### src/rtl/gct_pkg.sv
package gct_pkg;
  localparam int BUS_AW = 12;
  localparam int BUS_DW = 32;

  localparam logic [BUS_AW-1:0] A_CNT_LO = 12'h100;
  localparam logic [BUS_AW-1:0] A_CNT_HI = 12'h104;
  localparam logic [BUS_AW-1:0] A_CNT_WS = 12'h110;
  localparam logic [BUS_AW-1:0] A_CMP_LO = 12'h200;
  localparam logic [BUS_AW-1:0] A_CMP_HI = 12'h204;
  localparam logic [BUS_AW-1:0] A_INCR   = 12'h208;
  localparam logic [BUS_AW-1:0] A_CTRL   = 12'h240;
  localparam logic [BUS_AW-1:0] A_ISTAT  = 12'h244;
  localparam logic [BUS_AW-1:0] A_IEN    = 12'h248;
  localparam logic [BUS_AW-1:0] A_WS     = 12'h24C;

  localparam int CTRL_RUN  = 8;
  localparam int CTRL_AUTO = 1;
  localparam int CTRL_CEN  = 0;

  localparam int WS_CMPLO = 0;
  localparam int WS_CMPHI = 1;
  localparam int WS_INCR  = 2;
  localparam int WS_CTRL  = 16;

  typedef struct packed {
    logic              vld;
    logic [BUS_AW-1:0] addr;
    logic [BUS_DW-1:0] data;
  } wr_req_t;
endpackage

### src/rtl/gct_wdelay.sv
module gct_wdelay
  import gct_pkg::*;
#(
  parameter int LAT = 4
) (
  input  logic    clk,
  input  logic    rst,
  input  wr_req_t d,
  output wr_req_t q
);
  for (genvar i = 0; i < LAT; i++) begin : g_stg
    wr_req_t r;
    if (i == 0) begin : g_first
      always_ff @(posedge clk) begin
        if (rst) r <= '0;
        else     r <= d;
      end
    end else begin : g_next
      always_ff @(posedge clk) begin
        if (rst) r <= '0;
        else     r <= g_stg[i-1].r;
      end
    end
  end

  assign q = g_stg[LAT-1].r;
endmodule

### src/rtl/gct_counter.sv
module gct_counter #(
  parameter int HALF_W = 32,
  localparam int CNT_W = 2 * HALF_W
) (
  input  logic              clk,
  input  logic              rst,
  input  logic              run,
  input  logic              ld_lo,
  input  logic              ld_hi,
  input  logic [HALF_W-1:0] ld_data,
  output logic [CNT_W-1:0]  cnt
);
  always_ff @(posedge clk) begin
    if (rst)        cnt <= '0;
    else if (ld_lo) cnt <= {cnt[CNT_W-1:HALF_W], ld_data};
    else if (ld_hi) cnt <= {ld_data, cnt[HALF_W-1:0]};
    else if (run)   cnt <= cnt + 1'b1;
  end
endmodule

### src/rtl/gct_compare.sv
module gct_compare #(
  parameter int HALF_W = 32,
  localparam int CNT_W = 2 * HALF_W
) (
  input  logic              clk,
  input  logic              rst,
  input  logic [CNT_W-1:0]  cnt,
  input  logic              cen,
  input  logic              auto_adv,
  input  logic              wr_lo,
  input  logic              wr_hi,
  input  logic              wr_incr,
  input  logic [HALF_W-1:0] wdata,
  output logic [CNT_W-1:0]  cmp,
  output logic [HALF_W-1:0] incr,
  output logic              match
);
  assign match = cen && (cnt == cmp);

  always_ff @(posedge clk) begin
    if (rst)                    cmp <= '0;
    else if (wr_lo)             cmp <= {cmp[CNT_W-1:HALF_W], wdata};
    else if (wr_hi)             cmp <= {wdata, cmp[HALF_W-1:0]};
    else if (match && auto_adv) cmp <= cmp + CNT_W'(incr);
  end

  always_ff @(posedge clk) begin
    if (rst)          incr <= '0;
    else if (wr_incr) incr <= wdata;
  end
endmodule

### src/rtl/gct_top.sv
module gct_top
  import gct_pkg::*;
#(
  parameter int APPLY_LAT = 4
) (
  input  logic              clk,
  input  logic              rst,
  input  logic              wr_en,
  input  logic [BUS_AW-1:0] wr_addr,
  input  logic [BUS_DW-1:0] wr_data,
  input  logic              rd_en,
  input  logic [BUS_AW-1:0] rd_addr,
  output logic [BUS_DW-1:0] rd_data,
  output logic              irq
);
  localparam int CNT_W = 2 * BUS_DW;

  wr_req_t req_in, ap;
  assign req_in = '{vld: wr_en, addr: wr_addr, data: wr_data};

  gct_wdelay #(.LAT(APPLY_LAT)) u_dly (.clk(clk), .rst(rst), .d(req_in), .q(ap));

  logic hit_cnt_lo, hit_cnt_hi, hit_cnt_ws, hit_cmp_lo, hit_cmp_hi;
  logic hit_incr, hit_ctrl, hit_istat, hit_ien, hit_ws;
  always_comb begin
    hit_cnt_lo = ap.vld && (ap.addr == A_CNT_LO);
    hit_cnt_hi = ap.vld && (ap.addr == A_CNT_HI);
    hit_cnt_ws = ap.vld && (ap.addr == A_CNT_WS);
    hit_cmp_lo = ap.vld && (ap.addr == A_CMP_LO);
    hit_cmp_hi = ap.vld && (ap.addr == A_CMP_HI);
    hit_incr   = ap.vld && (ap.addr == A_INCR);
    hit_ctrl   = ap.vld && (ap.addr == A_CTRL);
    hit_istat  = ap.vld && (ap.addr == A_ISTAT);
    hit_ien    = ap.vld && (ap.addr == A_IEN);
    hit_ws     = ap.vld && (ap.addr == A_WS);
  end

  logic run_q, auto_q, cen_q, ien_q, istat_q;
  logic [1:0] cnt_ws_q;
  logic [3:0] gws_q;
  logic [CNT_W-1:0]  cnt_q, cmp_q;
  logic [BUS_DW-1:0] incr_q;
  logic match;

  gct_counter #(.HALF_W(BUS_DW)) u_cnt (
    .clk(clk), .rst(rst), .run(run_q), .ld_lo(hit_cnt_lo), .ld_hi(hit_cnt_hi),
    .ld_data(ap.data), .cnt(cnt_q)
  );

  gct_compare #(.HALF_W(BUS_DW)) u_cmp (
    .clk(clk), .rst(rst), .cnt(cnt_q), .cen(cen_q), .auto_adv(auto_q),
    .wr_lo(hit_cmp_lo), .wr_hi(hit_cmp_hi), .wr_incr(hit_incr), .wdata(ap.data),
    .cmp(cmp_q), .incr(incr_q), .match(match)
  );

  logic       istat_n, ien_n;
  logic [1:0] cnt_ws_n;
  logic [3:0] gws_n, gws_clr;
  always_comb begin
    ien_n    = hit_ien ? ap.data[0] : ien_q;
    istat_n  = (istat_q && !(hit_istat && ap.data[0])) || match;
    cnt_ws_n = (cnt_ws_q & ~(hit_cnt_ws ? ap.data[1:0] : 2'b00)) | {hit_cnt_hi, hit_cnt_lo};
    gws_clr  = hit_ws ? {ap.data[WS_CTRL], ap.data[WS_INCR], ap.data[WS_CMPHI], ap.data[WS_CMPLO]}
                      : 4'b0000;
    gws_n    = (gws_q & ~gws_clr) | {hit_ctrl, hit_incr, hit_cmp_hi, hit_cmp_lo};
  end

  always_ff @(posedge clk) begin
    if (rst) begin
      run_q    <= 1'b0;
      auto_q   <= 1'b0;
      cen_q    <= 1'b0;
      ien_q    <= 1'b0;
      istat_q  <= 1'b0;
      cnt_ws_q <= '0;
      gws_q    <= '0;
      irq      <= 1'b0;
    end else begin
      if (hit_ctrl) begin
        run_q  <= ap.data[CTRL_RUN];
        auto_q <= ap.data[CTRL_AUTO];
        cen_q  <= ap.data[CTRL_CEN];
      end
      ien_q    <= ien_n;
      istat_q  <= istat_n;
      cnt_ws_q <= cnt_ws_n;
      gws_q    <= gws_n;
      irq      <= istat_n && ien_n;
    end
  end

  logic [BUS_DW-1:0] rd_mux;
  always_comb begin
    rd_mux = '0;
    case (rd_addr)
      A_CNT_LO: rd_mux = cnt_q[BUS_DW-1:0];
      A_CNT_HI: rd_mux = cnt_q[CNT_W-1:BUS_DW];
      A_CNT_WS: rd_mux[1:0] = cnt_ws_q;
      A_CMP_LO: rd_mux = cmp_q[BUS_DW-1:0];
      A_CMP_HI: rd_mux = cmp_q[CNT_W-1:BUS_DW];
      A_INCR:   rd_mux = incr_q;
      A_CTRL: begin
        rd_mux[CTRL_RUN]  = run_q;
        rd_mux[CTRL_AUTO] = auto_q;
        rd_mux[CTRL_CEN]  = cen_q;
      end
      A_ISTAT:  rd_mux[0] = istat_q;
      A_IEN:    rd_mux[0] = ien_q;
      A_WS: begin
        rd_mux[WS_CMPLO] = gws_q[0];
        rd_mux[WS_CMPHI] = gws_q[1];
        rd_mux[WS_INCR]  = gws_q[2];
        rd_mux[WS_CTRL]  = gws_q[3];
      end
      default: rd_mux = '0;
    endcase
  end

  always_ff @(posedge clk) begin
    if (rst)        rd_data <= '0;
    else if (rd_en) rd_data <= rd_mux;
  end
endmodule

### config.mk
export PLATFORM = sky130hd
export DESIGN_NAME = gct_top
export DESIGN_NICKNAME = d
export VERILOG_FILES = /design/src/rtl/gct_pkg.sv /design/src/rtl/gct_wdelay.sv /design/src/rtl/gct_counter.sv /design/src/rtl/gct_compare.sv /design/src/rtl/gct_top.sv
export SDC_FILE = /design/constraint.sdc
export NUM_CORES = 1
export LEC_CHECK = 0
export BUFFER_PORTS_ARGS = -buffer_cell sky130_fd_sc_hd__buf_4
export CAP_MARGIN = 20
export CORE_MARGIN = 2
export CORE_UTILIZATION = 26
export CTS_CLUSTER_DIAMETER = 120
export DETAILED_ROUTE_END_ITERATION = 7
export PLACE_DENSITY_LB_ADDON = 0.12
export SKIP_LAST_GASP = 1
export SLEW_MARGIN = 30
export SYNTH_ARGS = -nofsm -noshare
export SYNTH_HDL_FRONTEND = slang
export SYNTH_SLANG_ARGS = --single-unit
### constraint.sdc
create_clock -name clk -period 8.4 [get_ports clk]
set_input_delay 2.1 -clock clk [delete_from_list [all_inputs] [get_ports clk]]
set_output_delay 2.1 -clock clk [all_outputs]
set_load 0.02 [all_outputs]
==> impl_metrics.toml <==
[timing]
fin_worst_skew_ns = 0.0213
final_hold_viol_count = 0
rsz0062_at_grt = "no"
max_slew.worst_pin.slew_ns = 1.02
maxClockFrequency_ghz = 0.239
tns_ns = 0
finalSetupViolations = 0
slew_headroom_pct = 31.5
final_max_slew_viol_count = 0
period_minus_slack_ns = 4.19
final_min_period_over_clock_period_pct = 49.9

[global_route]
grt_pass1_wl_um = 111000
global_route.overflow_total = 0
antenna_violations_before_repair = 4
grt.met1_usage_pct = 29.1
grt-busiest-layer = "met2"
global_route.usage.total_pct = 20.4
use_met3_pct = 3.19
grt_pass1_vias = 16100
met2_usage_pct = 31.1
largest_net_degree_at_the_start_of_global_routing = 91

[detailed_routing]
final_routed_wirelength_um = 76300
drc_errors = 18
detailedRoute.firstIterationViolations = 1778
drtAntennaViolNets = 0
route.detailed.wl_per_inst_um = 24.1
drt-vias-per-instance = 5.35
tritonroute_pass_1_iters = 8
detailroute.via_count = 16900

[yosys]
synth_top_area_share_pct = 41.7
synthesis.area_um2 = 18400
ys.warnings.count = 0
commonest_cells_in_the_synthesized_netlist = "sky130_fd_sc_hd__dfxtp_1, sky130_fd_sc_hd__nand2_1, sky130_fd_sc_hd__nor2b_1"
yosys.area.top_type = "sky130_fd_sc_hd__dfxtp_1"
synth_top_cells_by_area = "sky130_fd_sc_hd__dfxtp_1, sky130_fd_sc_hd__nor2b_1, sky130_fd_sc_hd__a21oi_1"
post_synth_num_cell_types = 86
most_instantiated_library_cell_after_synthesis = "sky130_fd_sc_hd__dfxtp_1"
syn_nets = 2272
yosys_register_bits = 384
number_of_instances_in_the_synthesized_netlist = 2178
async_flop_share_pct = 0
seq_area_frac_synth_pct = 41.7
synth_area_per_cell_um2 = 8.45
synth-edff-count = 0
ys_dominant_reg_cell = "sky130_fd_sc_hd__dfxtp_1"

[floorplan]
floorplan.die.height_um = 270
die_area_um2 = 73000
placeableCoreArea_um2 = 70000
initial_utilization_pct = 26.3
chipWidth_um = 270
design.portCount = 93
row_count = 97

[placed_design]
post_dp_cell_area_um2 = 19900
detailedPlacementHpwl_um = 55600
globalplace.congestion = 0.934
place.port_buffers = 92

[status]
run_status = "complete, but fails checks"
violations = "DRC"

[cts]
post_cts.repair.setup_buffers = 0
cts_max_level = 2
ctsLongestPathBuffers = 3
clk_pin_slew_ns = 0.06
clock_tree_from_tritoncts = "done"
gates_resized_cts_repair = 0
cts_made_buffers = 46
cts_hold_buffers_added = 0
root_buffer_cell = "sky130_fd_sc_hd__clkbuf_16"
cts.sinks = 384
clock_latency_at_the_later_pin_of_the_worst_skew_pair_ns = 0.59

[setup_path]
arrival_ns = 4.65
required_ns = 8.86
critical_path.startpoint_type = "flop"
crit_path_cell_trace = "ha_1 > fa_1 > a21o_1 > a221oi_1 > o31a_1 > o21ai_0 > o31ai_1 > nand2_1 > and3_1 > a41oi_1 > nand3_1"
setup.worst_path.class = "flop to flop"
critical_path_peak_fanout = 16
cp-end-kind = "flop"
critical-path-max-stage-delay_ns = 0.57
critical-path-slowest-cell = "sky130_fd_sc_hd__a221oi_1"

[run]
cap_violations = 0

[finish]
antenna_cells_inserted = 0
finish.net_count = 2282
num-fill-cells = 7443
area_delta_synth_final_pct = 16.7
layout-drive-gt1-share_pct = 11.2
post_route_cell_area_um2 = 21500

[power]
power.leakage_nw = 7.66
power_density_nw_per_um2 = 193
max-vdd-ir-drop_uv = 125

[hold_path]
class_of_the_tightest_hold_or_removal_check = "flop to flop"
==> cell families (layout without fill, tap and decap cells) <==
kind of cell | Yosys count | in the layout | synth area share, %
AOI/OAI and AO/OA | 566 | 566 | 20.4
xor gates and xnor gates | 104 | 104 | 4.95
adders and majority gates | 34 | 34 | 2.35
buffers and inverters | 187 | 232 | 4.60
DFF | 384 | 384 | 41.7
muxes | 8 | 8 | 0.462
and+or+nand+nor | 895 | 895 | 25.5
==> final cells by class <==
class                           instances  area, µm²  share of cell area, %
Timing Repair Buffer                  121        948                   4.41
Multi-Input combinational cell       1607       9990                   46.5
Clock buffer                           68       1390                   6.44
Sequential cell                       384       7690                   35.8
Clock inverter                         15        205                  0.955
Tap cell                              940       1180                   5.47
Inverter                               28        105                  0.489
==> per-stage QoR <==
stage	utilization [%]	hold WS [ns]	instances	setup slack, ns	power [mW]
6_report	30.7	0.431	3163	4.21	4.16
5_1_grt	30.7	0.443	3163	3.95	4.32
2_1_floorplan	-	0.414	2178	4.47	2.02
3_5_place_dp	28.4	0.422	3079	3.76	2.11
3_3_place_gp	28.3	0.424	3078	3.78	2.10
4_1_cts	30.7	0.435	3162	4.25	4.22
==> registers in the layout (all words and copies together) (netlist names), 2 cells and up <==
register	flops
u_dly.g_stg.r	135
u_dly.q	45
u_cnt.cnt	64
rd_data	32
gws_q	4
cnt_ws_q	2
u_cmp.incr	32
u_cmp.cmp	64
==> metal layers <==
metal / up-vias / wire (µm)
met5: - / 0
met4: 0 / 2550
met3: 126 / 5360
met2: 713 / 32800
met1: 8206 / 35600
li1: 7884 / -
==> final timing paths <==
| kind | startpoint | end | slack, ns | cells past startpoint |
|---|---|---|---|---|
| setup / recovery | u_cmp.cmp[0] | u_cmp.cmp[40] | 4.21 | 11 |
| hold reg to reg | u_dly.g_stg[1].r[19] | u_dly.g_stg[2].r[19] | 0.43 | 1 |
| hold / removal | u_dly.g_stg[1].r[19] | u_dly.g_stg[2].r[19] | 0.43 | 1 |
| setup reg to reg | u_cmp.cmp[0] | u_cmp.cmp[40] | 4.21 | 11 |
==> where the power goes <==
group	leakage, nW	internal (mW)	switching [mW]
registers	3.13	1.86	0.0379
logic	3.76	0.0719	0.0904
clock network	0.776	1.26	0.829
==> placed cells by master (no fill, tap or decap), types with 9 or more instances in the layout <==
| cell type | instances |
|---|---|
| sky130_fd_sc_hd__a222oi_1 | 28 |
| sky130_fd_sc_hd__a31oi_1 | 30 |
| sky130_fd_sc_hd__dfxtp_1 | 384 |
| sky130_fd_sc_hd__o21ai_0 | 85 |
| sky130_fd_sc_hd__a21oi_1 | 166 |
| sky130_fd_sc_hd__a311oi_1 | 31 |
| sky130_fd_sc_hd__a21o_1 | 19 |
| sky130_fd_sc_hd__inv_1 | 27 |
| sky130_fd_sc_hd__nand2_1 | 222 |
| sky130_fd_sc_hd__nand4_1 | 45 |
| sky130_fd_sc_hd__nor3_1 | 28 |
| sky130_fd_sc_hd__nor2b_1 | 184 |
| sky130_fd_sc_hd__a22oi_1 | 76 |
| sky130_fd_sc_hd__xor2_1 | 43 |
| sky130_fd_sc_hd__ha_1 | 33 |
| sky130_fd_sc_hd__a211oi_1 | 47 |
| sky130_fd_sc_hd__and3_1 | 36 |
| sky130_fd_sc_hd__or2_2 | 9 |
| sky130_fd_sc_hd__clkbuf_8 | 13 |
| sky130_fd_sc_hd__o31ai_1 | 10 |
| sky130_fd_sc_hd__buf_4 | 118 |
| sky130_fd_sc_hd__nor4_1 | 23 |
| sky130_fd_sc_hd__nor2_1 | 162 |
| sky130_fd_sc_hd__xnor2_1 | 61 |
| sky130_fd_sc_hd__or4_1 | 13 |
| sky130_fd_sc_hd__clkbuf_16 | 47 |
| sky130_fd_sc_hd__nand2b_1 | 17 |
| sky130_fd_sc_hd__nand3_1 | 73 |
| sky130_fd_sc_hd__or3_1 | 9 |
| sky130_fd_sc_hd__o22ai_1 | 10 |
| sky130_fd_sc_hd__and4_1 | 10 |
==> worst max-delay path: cells and delay by family (launching register included) <==
family / cells / cell delay [ns]
simple gates: 3 / 1.00
compound gates: 6 / 1.99
fa+ha+maj: 2 / 0.73
flops: 1 / 0.34
(Power assumes the default switching activity.)
